<file path="src/rtl/spi_rd_pkg.sv">
package spi_rd_pkg;

  localparam int          ADDR_W     = 24;
  localparam int          BYTE_W     = 8;
  localparam logic [7:0]  RD_OPCODE  = 8'h03;

  typedef enum logic [1:0] {
    ST_IDLE  = 2'd0,
    ST_SHIFT = 2'd1,
    ST_TAIL  = 2'd2
  } seq_state_t;

  // address width selector -> number of address bytes on the wire
  function automatic logic [1:0] addr_bytes(input logic [1:0] sel);
    case (sel)
      2'd0:    addr_bytes = 2'd1;
      2'd1:    addr_bytes = 2'd2;
      default: addr_bytes = 2'd3;
    endcase
  endfunction

endpackage

</file>
<file path="src/rtl/spi_rd_tickgen.sv">
module spi_rd_tickgen #(
  parameter int DIV_W = 8
) (
  input  logic             clk,
  input  logic             rst,
  input  logic             run,
  input  logic [DIV_W-1:0] half_div,
  output logic             tick
);

  logic [DIV_W-1:0] cnt;

  always_ff @(posedge clk) begin
    if (rst || !run) begin
      cnt <= '0;
    end else if (cnt == half_div) begin
      cnt <= '0;
    end else begin
      cnt <= cnt + DIV_W'(1);
    end
  end

  assign tick = run && (cnt == half_div);


  cnt_range_chk: assert property (@(posedge clk) disable iff (rst)
    run |-> (cnt <= half_div));

endmodule

</file>
<file path="src/rtl/spi_rd_shifter.sv">
module spi_rd_shifter
  import spi_rd_pkg::*;
(
  input  logic              clk,
  input  logic              rst,
  input  logic              tick,
  input  logic              active,
  input  logic              hold_first,
  input  logic              load,
  input  logic [BYTE_W-1:0] load_byte,
  input  logic [BYTE_W-1:0] next_byte,
  input  logic              miso,
  output logic              sck,
  output logic              mosi,
  output logic              byte_end,
  output logic [BYTE_W-1:0] rx_byte
);

  localparam int BIT_W = $clog2(BYTE_W);

  logic [BIT_W-1:0]  bit_idx;
  logic [BYTE_W-1:0] tx_sr;
  logic [BYTE_W-1:0] rx_sr;
  logic              rise;
  logic              fall;

  // a pending output byte blocks only the first rising edge of a byte
  assign rise     = active && tick && !sck && !(hold_first && (bit_idx == '0));
  assign fall     = active && tick && sck;
  assign byte_end = fall && (bit_idx == BIT_W'(BYTE_W - 1));

  always_ff @(posedge clk) begin
    if (rst) begin
      sck     <= 1'b0;
      bit_idx <= '0;
      tx_sr   <= '0;
      rx_sr   <= '0;
    end else if (load) begin
      sck     <= 1'b0;
      bit_idx <= '0;
      tx_sr   <= load_byte;
    end else begin
      if (rise) begin
        sck   <= 1'b1;
        rx_sr <= {rx_sr[BYTE_W-2:0], miso};
      end
      if (fall) begin
        sck     <= 1'b0;
        bit_idx <= bit_idx + BIT_W'(1);
        tx_sr   <= byte_end ? next_byte : {tx_sr[BYTE_W-2:0], 1'b0};
      end
    end
  end

  assign mosi    = tx_sr[BYTE_W-1];
  assign rx_byte = rx_sr;


  mosi_hold_chk: assert property (@(posedge clk) disable iff (rst)
    sck |-> $stable(mosi));

endmodule

</file>
<file path="src/rtl/spi_rd_seq.sv">
module spi_rd_seq
  import spi_rd_pkg::*;
#(
  parameter int CNT_W = 16,
  parameter int DIV_W = 8
) (
  input  logic              clk,
  input  logic              rst,
  input  logic              start,
  input  logic [ADDR_W-1:0] start_addr,
  input  logic [CNT_W-1:0]  byte_count,
  input  logic [1:0]        addr_sel,
  input  logic [DIV_W-1:0]  clk_div,
  input  logic              tick,
  input  logic              byte_end,
  input  logic [BYTE_W-1:0] rx_byte,
  input  logic              out_ready,
  output logic              run,
  output logic              active,
  output logic              hold_first,
  output logic              load,
  output logic [BYTE_W-1:0] load_byte,
  output logic [BYTE_W-1:0] next_byte,
  output logic [DIV_W-1:0]  half_div,
  output logic              cs_n,
  output logic              out_valid,
  output logic [BYTE_W-1:0] out_data,
  output logic              done
);

  seq_state_t        state;
  logic [CNT_W-1:0]  data_rem;
  logic [1:0]        hdr_rem;
  logic              in_data;
  logic [ADDR_W-1:0] addr_sr;
  logic [ADDR_W-1:0] aligned;
  logic [DIV_W-1:0]  div_q;
  logic [1:0]        nab;
  logic              accept;

  assign nab    = addr_bytes(addr_sel);
  assign accept = (state == ST_IDLE) && start;

  // left-justify the used address bytes so the next one is always on top
  always_comb begin
    case (nab)
      2'd1:    aligned = {start_addr[7:0], 16'h0000};
      2'd2:    aligned = {start_addr[15:0], 8'h00};
      default: aligned = start_addr;
    endcase
  end

  assign load       = accept && (byte_count != '0);
  assign load_byte  = RD_OPCODE;
  assign next_byte  = (!in_data && (hdr_rem != 2'd0)) ? addr_sr[ADDR_W-1 -: BYTE_W] : '0;
  assign run        = (state != ST_IDLE);
  assign active     = (state == ST_SHIFT);
  assign hold_first = in_data && out_valid && !out_ready;
  assign half_div   = div_q;

  always_ff @(posedge clk) begin
    if (rst) begin
      state     <= ST_IDLE;
      cs_n      <= 1'b1;
      done      <= 1'b0;
      out_valid <= 1'b0;
      out_data  <= '0;
      data_rem  <= '0;
      hdr_rem   <= '0;
      in_data   <= 1'b0;
      addr_sr   <= '0;
      div_q     <= '0;
    end else begin
      done <= 1'b0;
      if (out_valid && out_ready) begin
        out_valid <= 1'b0;
      end
      case (state)
        ST_IDLE: begin
          if (start) begin
            if (byte_count == '0) begin
              done <= 1'b1;
            end else begin
              state    <= ST_SHIFT;
              cs_n     <= 1'b0;
              div_q    <= clk_div;
              data_rem <= byte_count;
              hdr_rem  <= nab;
              in_data  <= 1'b0;
              addr_sr  <= aligned;
            end
          end
        end
        ST_SHIFT: begin
          if (byte_end) begin
            if (!in_data) begin
              if (hdr_rem != 2'd0) begin
                hdr_rem <= hdr_rem - 2'd1;
                addr_sr <= {addr_sr[ADDR_W-BYTE_W-1:0], {BYTE_W{1'b0}}};
              end else begin
                in_data <= 1'b1;
              end
            end else begin
              out_valid <= 1'b1;
              out_data  <= rx_byte;
              data_rem  <= data_rem - CNT_W'(1);
              if (data_rem == CNT_W'(1)) begin
                state <= ST_TAIL;
              end
            end
          end
        end
        ST_TAIL: begin
          if (tick) begin
            state   <= ST_IDLE;
            cs_n    <= 1'b1;
            done    <= 1'b1;
            in_data <= 1'b0;
          end
        end
        default: state <= ST_IDLE;
      endcase
    end
  end


  out_hold_chk: assert property (@(posedge clk) disable iff (rst)
    (out_valid && !out_ready) |=> (out_valid && $stable(out_data)));


  no_overflow_chk: assert property (@(posedge clk) disable iff (rst)
    (byte_end && in_data) |-> !out_valid);


  done_pulse_chk: assert property (@(posedge clk) disable iff (rst)
    done |=> !done);


  done_cs_chk: assert property (@(posedge clk) disable iff (rst)
    done |-> cs_n);


  zero_count_chk: assert property (@(posedge clk) disable iff (rst)
    (accept && (byte_count == '0)) |=> (done && cs_n));

endmodule

</file>
<file path="src/rtl/spi_seq_read_master.sv">
module spi_seq_read_master
  import spi_rd_pkg::*;
#(
  parameter int CNT_W = 16,
  parameter int DIV_W = 8
) (
  input  logic              clk,
  input  logic              rst,
  input  logic              start,
  input  logic [ADDR_W-1:0] start_addr,
  input  logic [CNT_W-1:0]  byte_count,
  input  logic [1:0]        addr_sel,
  input  logic [DIV_W-1:0]  clk_div,
  input  logic              out_ready,
  input  logic              spi_miso,
  output logic              spi_sck,
  output logic              spi_cs_n,
  output logic              spi_mosi,
  output logic              out_valid,
  output logic [BYTE_W-1:0] out_data,
  output logic              done
);

  logic              tick;
  logic              run;
  logic              active;
  logic              hold_first;
  logic              load;
  logic [BYTE_W-1:0] load_byte;
  logic [BYTE_W-1:0] next_byte;
  logic [DIV_W-1:0]  half_div;
  logic              byte_end;
  logic [BYTE_W-1:0] rx_byte;

  spi_rd_seq #(.CNT_W(CNT_W), .DIV_W(DIV_W)) seq_i (
    .clk        (clk),
    .rst        (rst),
    .start      (start),
    .start_addr (start_addr),
    .byte_count (byte_count),
    .addr_sel   (addr_sel),
    .clk_div    (clk_div),
    .tick       (tick),
    .byte_end   (byte_end),
    .rx_byte    (rx_byte),
    .out_ready  (out_ready),
    .run        (run),
    .active     (active),
    .hold_first (hold_first),
    .load       (load),
    .load_byte  (load_byte),
    .next_byte  (next_byte),
    .half_div   (half_div),
    .cs_n       (spi_cs_n),
    .out_valid  (out_valid),
    .out_data   (out_data),
    .done       (done)
  );

  spi_rd_tickgen #(.DIV_W(DIV_W)) tick_i (
    .clk      (clk),
    .rst      (rst),
    .run      (run),
    .half_div (half_div),
    .tick     (tick)
  );

  spi_rd_shifter shift_i (
    .clk        (clk),
    .rst        (rst),
    .tick       (tick),
    .active     (active),
    .hold_first (hold_first),
    .load       (load),
    .load_byte  (load_byte),
    .next_byte  (next_byte),
    .miso       (spi_miso),
    .sck        (spi_sck),
    .mosi       (spi_mosi),
    .byte_end   (byte_end),
    .rx_byte    (rx_byte)
  );


  sck_idle_chk: assert property (@(posedge clk) disable iff (rst)
    spi_cs_n |-> !spi_sck);


  cs_edge_chk: assert property (@(posedge clk) disable iff (rst)
    $rose(spi_cs_n) |-> !spi_sck);

endmodule

</file>
<file path="config.mk">
export PLATFORM = sky130hd
export DESIGN_NAME = spi_seq_read_master
export DESIGN_NICKNAME = d
export VERILOG_FILES = /design/src/rtl/spi_rd_pkg.sv /design/src/rtl/spi_rd_tickgen.sv /design/src/rtl/spi_rd_shifter.sv /design/src/rtl/spi_rd_seq.sv /design/src/rtl/spi_seq_read_master.sv
export SDC_FILE = /design/constraint.sdc
export NUM_CORES = 1
export LEC_CHECK = 0
export ABC_AREA = 1
export ABC_CLOCK_PERIOD_IN_PS = 1700
export BUFFER_PORTS_ARGS = -buffer_cell sky130_fd_sc_hd__buf_2
export CAP_MARGIN = 0
export CORE_ASPECT_RATIO = 0.9
export CORE_MARGIN = 2
export CORE_UTILIZATION = 30
export CTS_BUF_LIST = sky130_fd_sc_hd__clkbuf_8
export DETAILED_ROUTE_END_ITERATION = 8
export GPL_TIMING_DRIVEN = 0
export PLACE_DENSITY_LB_ADDON = 0.05
export SLEW_MARGIN = 20
export SYNTH_ARGS = -nofsm -noshare
export SYNTH_HDL_FRONTEND = slang
export SYNTH_SLANG_ARGS = --single-unit
</file>
<file path="constraint.sdc">
create_clock -name clk -period 1.7 [get_ports clk]
set_clock_uncertainty 0.1 [all_clocks]
set_input_delay 0.34 -clock clk [delete_from_list [all_inputs] [get_ports clk]]
set_output_delay 0.34 -clock clk [all_outputs]
set_load 0.05 [all_outputs]
</file>
; Word level (Yosys, flattened, before mapping)
; Index checks and enable logic that the tools add are counted.
[op_classes]
n_addsub = 4
n_eq_ne = 16
mux = 47
bitwise = 2
reduce_logical = 41
[ops]
columns = cell, n
row1 = 2-to-1 mux 24 bit, 5
row2 = case mux 24 bit (2 select lines), 2
row3 = 2-to-1 mux 16 bit, 4
row4 = case mux 16 bit (2 select lines), 1
row5 = 2-to-1 mux 2 bit, 13
row6 = "equality test 16 x 1 -> 1 bit, second input constant", 1
row7 = zero test 16 bit, 1
row8 = 2-to-1 mux 8 bit, 2
row9 = nonzero test 16 bit, 1
row10 = "subtractor 16 x 1 -> 16 bit, second input constant", 1
row11 = 2-to-1 mux 1 bit, 14
row12 = "!= test 2 bit, second input constant", 7
row13 = logical AND 1 bit, 13
row14 = AND reduction 6 bit, 2
row15 = AND reduction 5 bit, 2
row16 = nonzero test 2 bit, 5
row17 = "adder 8 x 1 -> 8 bit, second input constant", 1
row18 = equality test 8 bit, 1
row19 = case mux 2 bit (2 select lines), 2
row20 = "equality test 2 x 1 -> 1 bit, second input constant", 3
row21 = case mux 2 bit (3 select lines), 1
row22 = AND reduction 3 bit, 2
row23 = zero test 1 bit, 5
row24 = "equality test 2 bit, second input constant", 2
row25 = 15 further kinds, 19
[totals]
regBits = 92
inputBits = 55
out_inout_bits = 13
wordCells = 126

; Longest topological paths before layout
; Gate-level depths: netlist of the first run.
[logic_depth]
ltp_word = 8
ltp_mapped = 13
depth_no_buf = 13

; Hierarchy
; From an unflattened synthesis of the first run, not the netlist that was laid out.
[hier_totals]
cells_unflattened = 857
hier_area_um2 = 5351.4
[modules_own_cells]
columns = module, instances, cells_each, area_each_um2, seq_area_each_um2
row1 = spi_rd_seq, 1, 645, 3866.2, 1281.2
row2 = spi_rd_shifter, 1, 139, 1006.0, 400.4
row3 = spi_rd_tickgen, 1, 73, 479.2, 160.2

; Worst setup path after synthesis of the first run
; No wires, ideal clock.
[synth_timing]
path_type = register to register
startpoint = register shift_i.sck
endpoint = register shift_i.bit_idx[2]
setup_ps = 119
arrival_ps = 1501
required_time_ps = 1481
path_slack_ps = -21
stages_incl_launch_ff = 7
n_path_buf = 1
period_less_slack_ps = 1721
cell_sequence = dfxtp_1 -> inv_1 -> nor2_4 -> inv_2 -> buf_2 -> o21ai_1 -> a21oi_1
[synth_between]
elab_chain_cells = 1
[synth_lines]
columns = item, line
row1 = start: declaration, spi_rd_shifter.sv:13  ; output logic sck,
row2 = start signal: assignment, spi_rd_shifter.sv:34  ; sck <= 1'b0;
row3 = start signal: assignment, spi_rd_shifter.sv:39  ; sck <= 1'b0;
row4 = start signal: assignment, spi_rd_shifter.sv:44  ; sck <= 1'b1;
row5 = logical AND 1 bit, spi_rd_shifter.sv:29  ; assign fall = active && tick && sck;
row6 = end signal: assignment, spi_rd_shifter.sv:49  ; bit_idx <= bit_idx + BIT_W'(1);
row7 = end: declaration, spi_rd_shifter.sv:21  ; logic [BIT_W-1:0] bit_idx;
; No other way between the ends.
; A chain may end at the register's enable or synchronous reset.

; Worst setup path in the final report of the first run
[layout_timing]
startpoint = register tick_i.cnt[4]
endpoint = register seq_i.hdr_rem[0]
[layout_between]
elab_chain_cells = 7
[layout_lines]
columns = item, line
row1 = start: declaration, spi_rd_tickgen.sv:11  ; logic [DIV_W-1:0] cnt;
row2 = start signal: assignment, spi_rd_tickgen.sv:19  ; cnt <= cnt + DIV_W'(1);
row3 = equality test 8 bit, spi_rd_tickgen.sv:23  ; assign tick = run && (cnt == half_div);
row4 = logical AND 1 bit, spi_rd_tickgen.sv:23
row5 = logical AND 1 bit (2 in series), spi_rd_shifter.sv:29
row6 = logical AND 1 bit, spi_rd_shifter.sv:30  ; assign byte_end = fall && (bit_idx == BIT_W'(BYTE_W - 1));
row7 = != test 2 bit (no source line), --
row8 = AND reduction 6 bit (no source line), --
row9 = end signal: assignment, spi_rd_seq.sv:88  ; hdr_rem <= nab;
row10 = end signal: assignment, spi_rd_seq.sv:98  ; hdr_rem <= hdr_rem - 2'd1;
row11 = end: declaration, spi_rd_seq.sv:33  ; logic [1:0] hdr_rem;
; No other way between the ends.

==> results of run 1 <==
[layer usage]
metal	routed length (um)	global-route usage
met5	0	0
met4	246	0.0559
met3	640	0.0452
met2	7300	0.283
met1	7780	0.247
[kinds of logic (layout without fill, tap and decap cells)]
kind of cell	Yosys count	after routing	share of synthesized area
XOR/XNOR	3	3	0.00531
AND/OR/NAND/NOR	355	355	0.310
flip-flops	92	92	0.372
buffers and inverters	134	252	0.113
AO/OA/AOI/OAI	167	167	0.182
adder cells (fa/ha/maj)	7	7	0.0177
[state kept, by name, indices dropped and copies added, names as in the netlist, 2 cells and up]
name and flops:
seq_i.hdr_rem 2, shift_i.tx_sr 8, seq_i.half_div 8, shift_i.rx_byte 8, seq_i.data_rem 16, seq_i.state 2
seq_i.addr_sr 24, shift_i.bit_idx 3, seq_i.out_data 8, tick_i.cnt 8
[where the power goes]
group,switching (uW),internal (uW)
Sequential,97.8,2270
Combinational,836,557
Clock,851,530
Total,1780,3360
[final timing paths]
kind | from | endpoint | slack (ns)
worst min-delay path | spi_miso | shift_i.rx_byte[0] | 0.12
worst max-delay path | tick_i.cnt[4] | seq_i.hdr_rem[0] | -0.12
worst max register to register | tick_i.cnt[4] | seq_i.hdr_rem[0] | -0.12
worst min register to register | shift_i.tx_sr[3] | shift_i.tx_sr[3] | 0.36
[metrics by stage]
step / setup slack [ns] / utilization / hold WS (ns) / instances / TNS (ns)
floorplan: 0.0179 / - / 0.324 / 758 / 0
global placement: -0.604 / 0.344 / 0.341 / 1032 / -29.32
detailed placement: -0.617 / 0.344 / 0.341 / 1032 / -30.53
CTS: -0.114 / 0.392 / 0.110 / 1080 / -4.51
global route: -0.230 / 0.422 / 0.126 / 1083 / -11.90
finish: -0.124 / 0.422 / 0.120 / 1083 / -4.42
[cell usage after synthesis (all sizes together) (3+ instances only)]
| cell | count |
|---|---|
| clkbuf | 14 |
| inv | 97 |
| nand3 | 54 |
| o221ai | 6 |
| o21a | 6 |
| o21ai | 78 |
| a21oi | 70 |
| buf | 20 |
| nand4 | 17 |
| nor3 | 3 |
| clkinv | 3 |
| dfxtp | 92 |
| nand2 | 171 |
| nor2 | 108 |
| ha | 7 |
[cell type report]
class / count / share of cell area
clock inverters: 7 / 0.00643
multi-input cells: 532 / 0.462
clock buffers: 9 / 0.0182
plain buffers: 33 / 0.0364
flip-flops and latches: 92 / 0.274
inverters: 100 / 0.0572
repair buffers: 103 / 0.108
well taps: 207 / 0.0381
[worst reg2reg max path, delay by kind of cell, from the launching register on]
family,cells,cell delay (ns)
flops,1,0.40
compound gates,1,0.14
buf+inv,3,0.27
simple gates,8,0.84
[what timing repair did]
| action | in CTS | in global routing |
|---|---|---|
| setup endpoints to repair | 82 | 88 |
| gates resized for setup | 114 | 151 |
| pin swaps | 23 | 36 |
| cloned | 6 | 1 |
| buffers inserted | 27 | 2 |
==> impl_metrics.env, run 1 <==
export IMPL_outcome="complete, but fails checks"
export IMPL_violations="setup timing"
export IMPL_design_die_area_sq_mm=0.0175
export IMPL_critPathMaxStageDelay_ns=0.40
export IMPL_routed_wl_um=16000
export IMPL_final_net_count=933
export IMPL_maxCapViolCount=0
export IMPL_fin_ws_ns=-0.124
export IMPL_powerDensity_mw_per_mm2=756
export IMPL_crit_fanout=6
export IMPL_vias=5231
export IMPL_grt_max_degree=16
export IMPL_syn_to_final_growth_pct=37.5
export IMPL_grt_pass1_vias=4973
export IMPL_place_hpwl_um=11100
export IMPL_min_path_cells=3
export IMPL_worst_pin_slew_ns=0.852
export IMPL_crit_cells=12
export IMPL_final_common_cell="nand2_1"
export IMPL_setup_viol=58
export IMPL_cts_root_buf="clkbuf_8"
export IMPL_min_period_over_period=1.07
export IMPL_grt_total_usage=0.181
export IMPL_routedWlPerCell_um=14.7
export IMPL_path_delay_family="simple AND/OR/NAND/NOR gates"
export IMPL_dieHeight_um=126
export IMPL_timing_fmax_ghz=0.548
export IMPL_netlist_area_sq_mm=0.00495
export IMPL_rsz0062_at_grt="true"
export IMPL_initial_utilization=0.307
export IMPL_mostFrequentLayoutCells="nand2_1, inv_1, nor2_1"
export IMPL_hold_viol=0
export IMPL_numCtsBuffers=9
export IMPL_endpoint_kind="flop"
export IMPL_synthCells=758
export IMPL_period_needed_ns=1.82
export IMPL_die_w_um=139
export IMPL_yosysWarningCount=0
export IMPL_design_area_sq_mm=0.00681
export IMPL_ys_seq_elements=92
export IMPL_path_clk_slew_ns=0.10
export IMPL_via_per_inst=4.83
export IMPL_ant_nets=0
export IMPL_crit_type="flop to flop"
export IMPL_drcViolationCount=0
export IMPL_cts_max_path_buffers=2
export IMPL_firstDrtPassIters=7
export IMPL_relSlewSlack=0.432
export IMPL_io_buffers=67
export IMPL_core_area_sq_mm=0.0161
export IMPL_synth_edf_count=0
export IMPL_postSynth_asyncResetShare=0
export IMPL_cp_cell_sequence="inv_4 > nand2_2 > nand2_2 > nor2_1 > nand2_1 > nor2_4 > nand4_4 > nand2_8 > buf_6 > buf_6 > nand3_2 > a21oi_2"
export IMPL_h_tree_depth=3
export IMPL_arrival_ns=2.04
export IMPL_grt_pass1_wl_um=25400
export IMPL_synth_top_cell_area_share=0.372
export IMPL_ys_top_cells_by_area="dfxtp_1, nand2_1, nor2_1"
export IMPL_slew_viol_final=0
export IMPL_start_kind="flop"
export IMPL_cts_tree="built"
export IMPL_grt_overflow=0
export IMPL_slowest_stage="dfxtp_4"
export IMPL_synth_distinct_cells=36
export IMPL_place_gp_congestion=0.825
export IMPL_power_uw=5140
export IMPL_hold_buffers=0
export IMPL_min_path_type="input pin to flop"
export IMPL_cts_sinks=92
export IMPL_drive_above_1_share=0.365
export IMPL_multiInputGateArea_sq_mm=0.00314
export IMPL_syn_avg_cell_area_sq_um=6.53
export IMPL_ff_latch_area_sq_mm=0.00187
export IMPL_synth_fp_nets=820
export IMPL_fillers=1699
export IMPL_ios=68
export IMPL_diodes=0
export IMPL_netlist_top_cell_by_area="dfxtp_1"
export IMPL_worst_path_buf_inv=3
export IMPL_first_iter_violations=300
export IMPL_std_cell_rows=44
export IMPL_placed_cell_area_sq_mm=0.00555
export IMPL_r2r_worst_path_cells=12
export IMPL_leakagePower_uw=0.00296
export IMPL_clock_latency_ns=0.39
export IMPL_max_vdd_ir_drop_v=0.000385
export IMPL_antenna_found_initial=0
export IMPL_ys_seq_area_frac=0.372
export IMPL_synth_flop_cell="dfxtp_1"
export IMPL_required_ns=1.91
Note: power is estimated with default switching activity, not from simulation.
==> inputs of run 2 (changes only) <==
ABC_AREA = unset   (was 1)
PLACE_DENSITY_LB_ADDON = unset   (was 0.05)
==> impl_metrics.env, run 2 <==
export IMPL_final_net_count=737
export IMPL_routedWlPerCell_um=18.3
export IMPL_dieHeight_um=121
export IMPL_initial_utilization=0.309
export IMPL_powerDensity_mw_per_mm2=801
export IMPL_ant_nets=0
export IMPL_synth_fp_nets=603
export IMPL_place_gp_congestion=0.865
export IMPL_ios=68
export IMPL_grt_max_degree=15
export IMPL_postSynth_asyncResetShare=0
export IMPL_max_vdd_ir_drop_v=0.000549
export IMPL_crit_type="flop to flop"
export IMPL_grt_overflow=0
export IMPL_die_w_um=135
export IMPL_yosysWarningCount=0
export IMPL_synth_flop_cell="dfxtp_1"
export IMPL_leakagePower_uw=0.00282
export IMPL_first_iter_violations=380
export IMPL_drcViolationCount=0
export IMPL_synthMostInstantiatedCell="dfxtp_1"
export IMPL_endpoint_kind="flop"
export IMPL_synthCells=541
export IMPL_min_path_type="input pin to flop"
export IMPL_std_cell_rows=42
export IMPL_outcome="complete, but fails checks"
export IMPL_place_hpwl_um=9800
export IMPL_worst_pin_slew_ns=0.707
export IMPL_synth_distinct_cells=52
export IMPL_relSlewSlack=0.528
export IMPL_violations="setup timing"
export IMPL_dp_cells=803
export IMPL_arrival_ns=2.22
export IMPL_r2r_worst_path_cells=6
export IMPL_grt_total_usage=0.191
export IMPL_hold_viol=0
export IMPL_hold_buffers=0
export IMPL_numCtsBuffers=9
export IMPL_io_buffers=64
export IMPL_start_kind="flop"
export IMPL_crit_fanout=4
export IMPL_via_per_inst=5.44
export IMPL_cts_tree="built"
export IMPL_antenna_found_initial=0
export IMPL_clock_latency_ns=0.38
export IMPL_firstDrtPassIters=5
export IMPL_r2r_end="seq_i.data_rem[12]"
export IMPL_syn_to_final_growth_pct=53.6
export IMPL_fin_ws_ns=-0.326
export IMPL_synth_edf_count=0
export IMPL_cts_max_path_buffers=2
export IMPL_cts_root_buf="clkbuf_8"
export IMPL_design_area_sq_mm=0.00706
export IMPL_critPathLaunch="seq_i.data_rem[1]"
export IMPL_maxCapViolCount=0
export IMPL_ys_seq_area_frac=0.400
export IMPL_timing_fmax_ghz=0.493
export IMPL_ys_top_cells_by_area="dfxtp_1, mux2i_1, a21oi_1"
export IMPL_period_needed_ns=2.03
export IMPL_mostFrequentLayoutCells="nor2_1, buf_2, dfxtp_1"
export IMPL_fillers=1372
export IMPL_drive_above_1_share=0.489
export IMPL_rsz0062_at_grt="true"
export IMPL_core_area_sq_mm=0.0149
export IMPL_max_flop_register="seq_i.addr_sr"
export IMPL_design_die_area_sq_mm=0.0163
export IMPL_ys_seq_elements=92
export IMPL_h_tree_depth=3
export IMPL_cts_sinks=92
export IMPL_syn_avg_cell_area_sq_um=8.50
export IMPL_netlist_area_sq_mm=0.00460
export IMPL_critical_path_endpoint="seq_i.data_rem[12]"
export IMPL_placed_cell_area_sq_mm=0.00535
export IMPL_rrSetupSlack_ns=-0.33
export IMPL_synthTopCellsByCount="dfxtp_1, nor2_1, a21oi_1"
export IMPL_routed_wl_um=16000
export IMPL_grt_pass1_vias=4768
export IMPL_slew_viol_final=0
export IMPL_pre_cts_ws_ns=-0.614
export IMPL_min_period_over_period=1.19
export IMPL_instances_no_fill=877
export IMPL_vias=4775
export IMPL_largest_reg_flops=24
export IMPL_path_clk_slew_ns=0.10
export IMPL_reg_largest_list="seq_i.addr_sr x24, seq_i.data_rem x16"
export IMPL_rr_startpoint="seq_i.data_rem[1]"
export IMPL_synth_top_cell_area_share=0.400
export IMPL_netlist_top_cell_by_area="dfxtp_1"
export IMPL_grt_pass1_wl_um=24600
export IMPL_setup_viol=63
export IMPL_final_common_cell="nor2_1"
export IMPL_diodes=0
export IMPL_required_ns=1.89
## run 2: worst min path at each step
stage	from	slack, ns	cells after the start	end
after detailed placement	seq_i.cs_n	0.35	2	seq_i.cs_n
after CTS	clk_div[4]	0.07	3	seq_i.half_div[4]
after floorplan	tick_i.cnt[0]	0.34	1	tick_i.cnt[0]
after global routing	clk_div[4]	0.10	3	seq_i.half_div[4]
final	clk_div[4]	0.09	3	seq_i.half_div[4]
after global placement	seq_i.cs_n	0.35	2	seq_i.cs_n
## run 2: layout make-up
class | count | area [sq um] | area share
multi-input combinational | 399 | 3390 | 0.480
clock inverter | 4 | 50.0 | 0.00709
tap | 198 | 248 | 0.0351
timing repair buffer | 126 | 981 | 0.139
sequential | 92 | 1900 | 0.270
clock buffer | 11 | 151 | 0.0214
inverter | 11 | 41.3 | 0.00585
buffer | 36 | 297 | 0.0420
## run 2: cells by family after synthesis
group,after synthesis,share of synthesized area
flip-flops,92,0.400
buffers and inverters,52,0.0471
adder cells (fa/ha/maj),7,0.0190
AND/OR/NAND/NOR,188,0.206
AO/OA/AOI/OAI,144,0.205
XOR/XNOR,15,0.0286
multiplexers,43,0.0936
## run 2: routing by layer
metal	up-vias	routed length, um	global-route usage
li1	2252	-	-
met1	2336	6950	0.239
met2	159	7910	0.325
met3	28	900	0.0468
met4	0	258	0.0553
met5	-	0	0
## run 2: repair_timing
item | CTS | global route
cloned | 8 | 1
setup buffers | 45 | 15
endpoints found under the setup margin | 86 | 86
pin swaps | 51 | 53
gates resized for setup | 160 | 90
## run 2: metrics by stage
step,hold slack [ns],util,setup TNS [ns],total power (uW)
after floorplan,0.338,-,-1.30,3140
after global placement,0.353,0.360,-34.98,3420
after detailed placement,0.352,0.360,-33.33,3450
after CTS,0.0661,0.446,-5.71,5430
after global routing,0.100,0.475,-10.61,5880
final,0.0887,0.475,-6.15,5660
## run 2: where the power goes
group          internal, uW  switching (uW)  leakage, uW
logic                   812             921      0.00195
registers              2260             106     0.000766
clock network           750             807     0.000103
## run 2: worst max-delay path, stage by stage (launching register included)
cell and delay (ns):
dfxtp_2 0.34, inv_2 0.08, ha_4 0.14, or3b_4 0.39, or3_4 0.38, o31a_2 0.30, o32ai_2 0.20
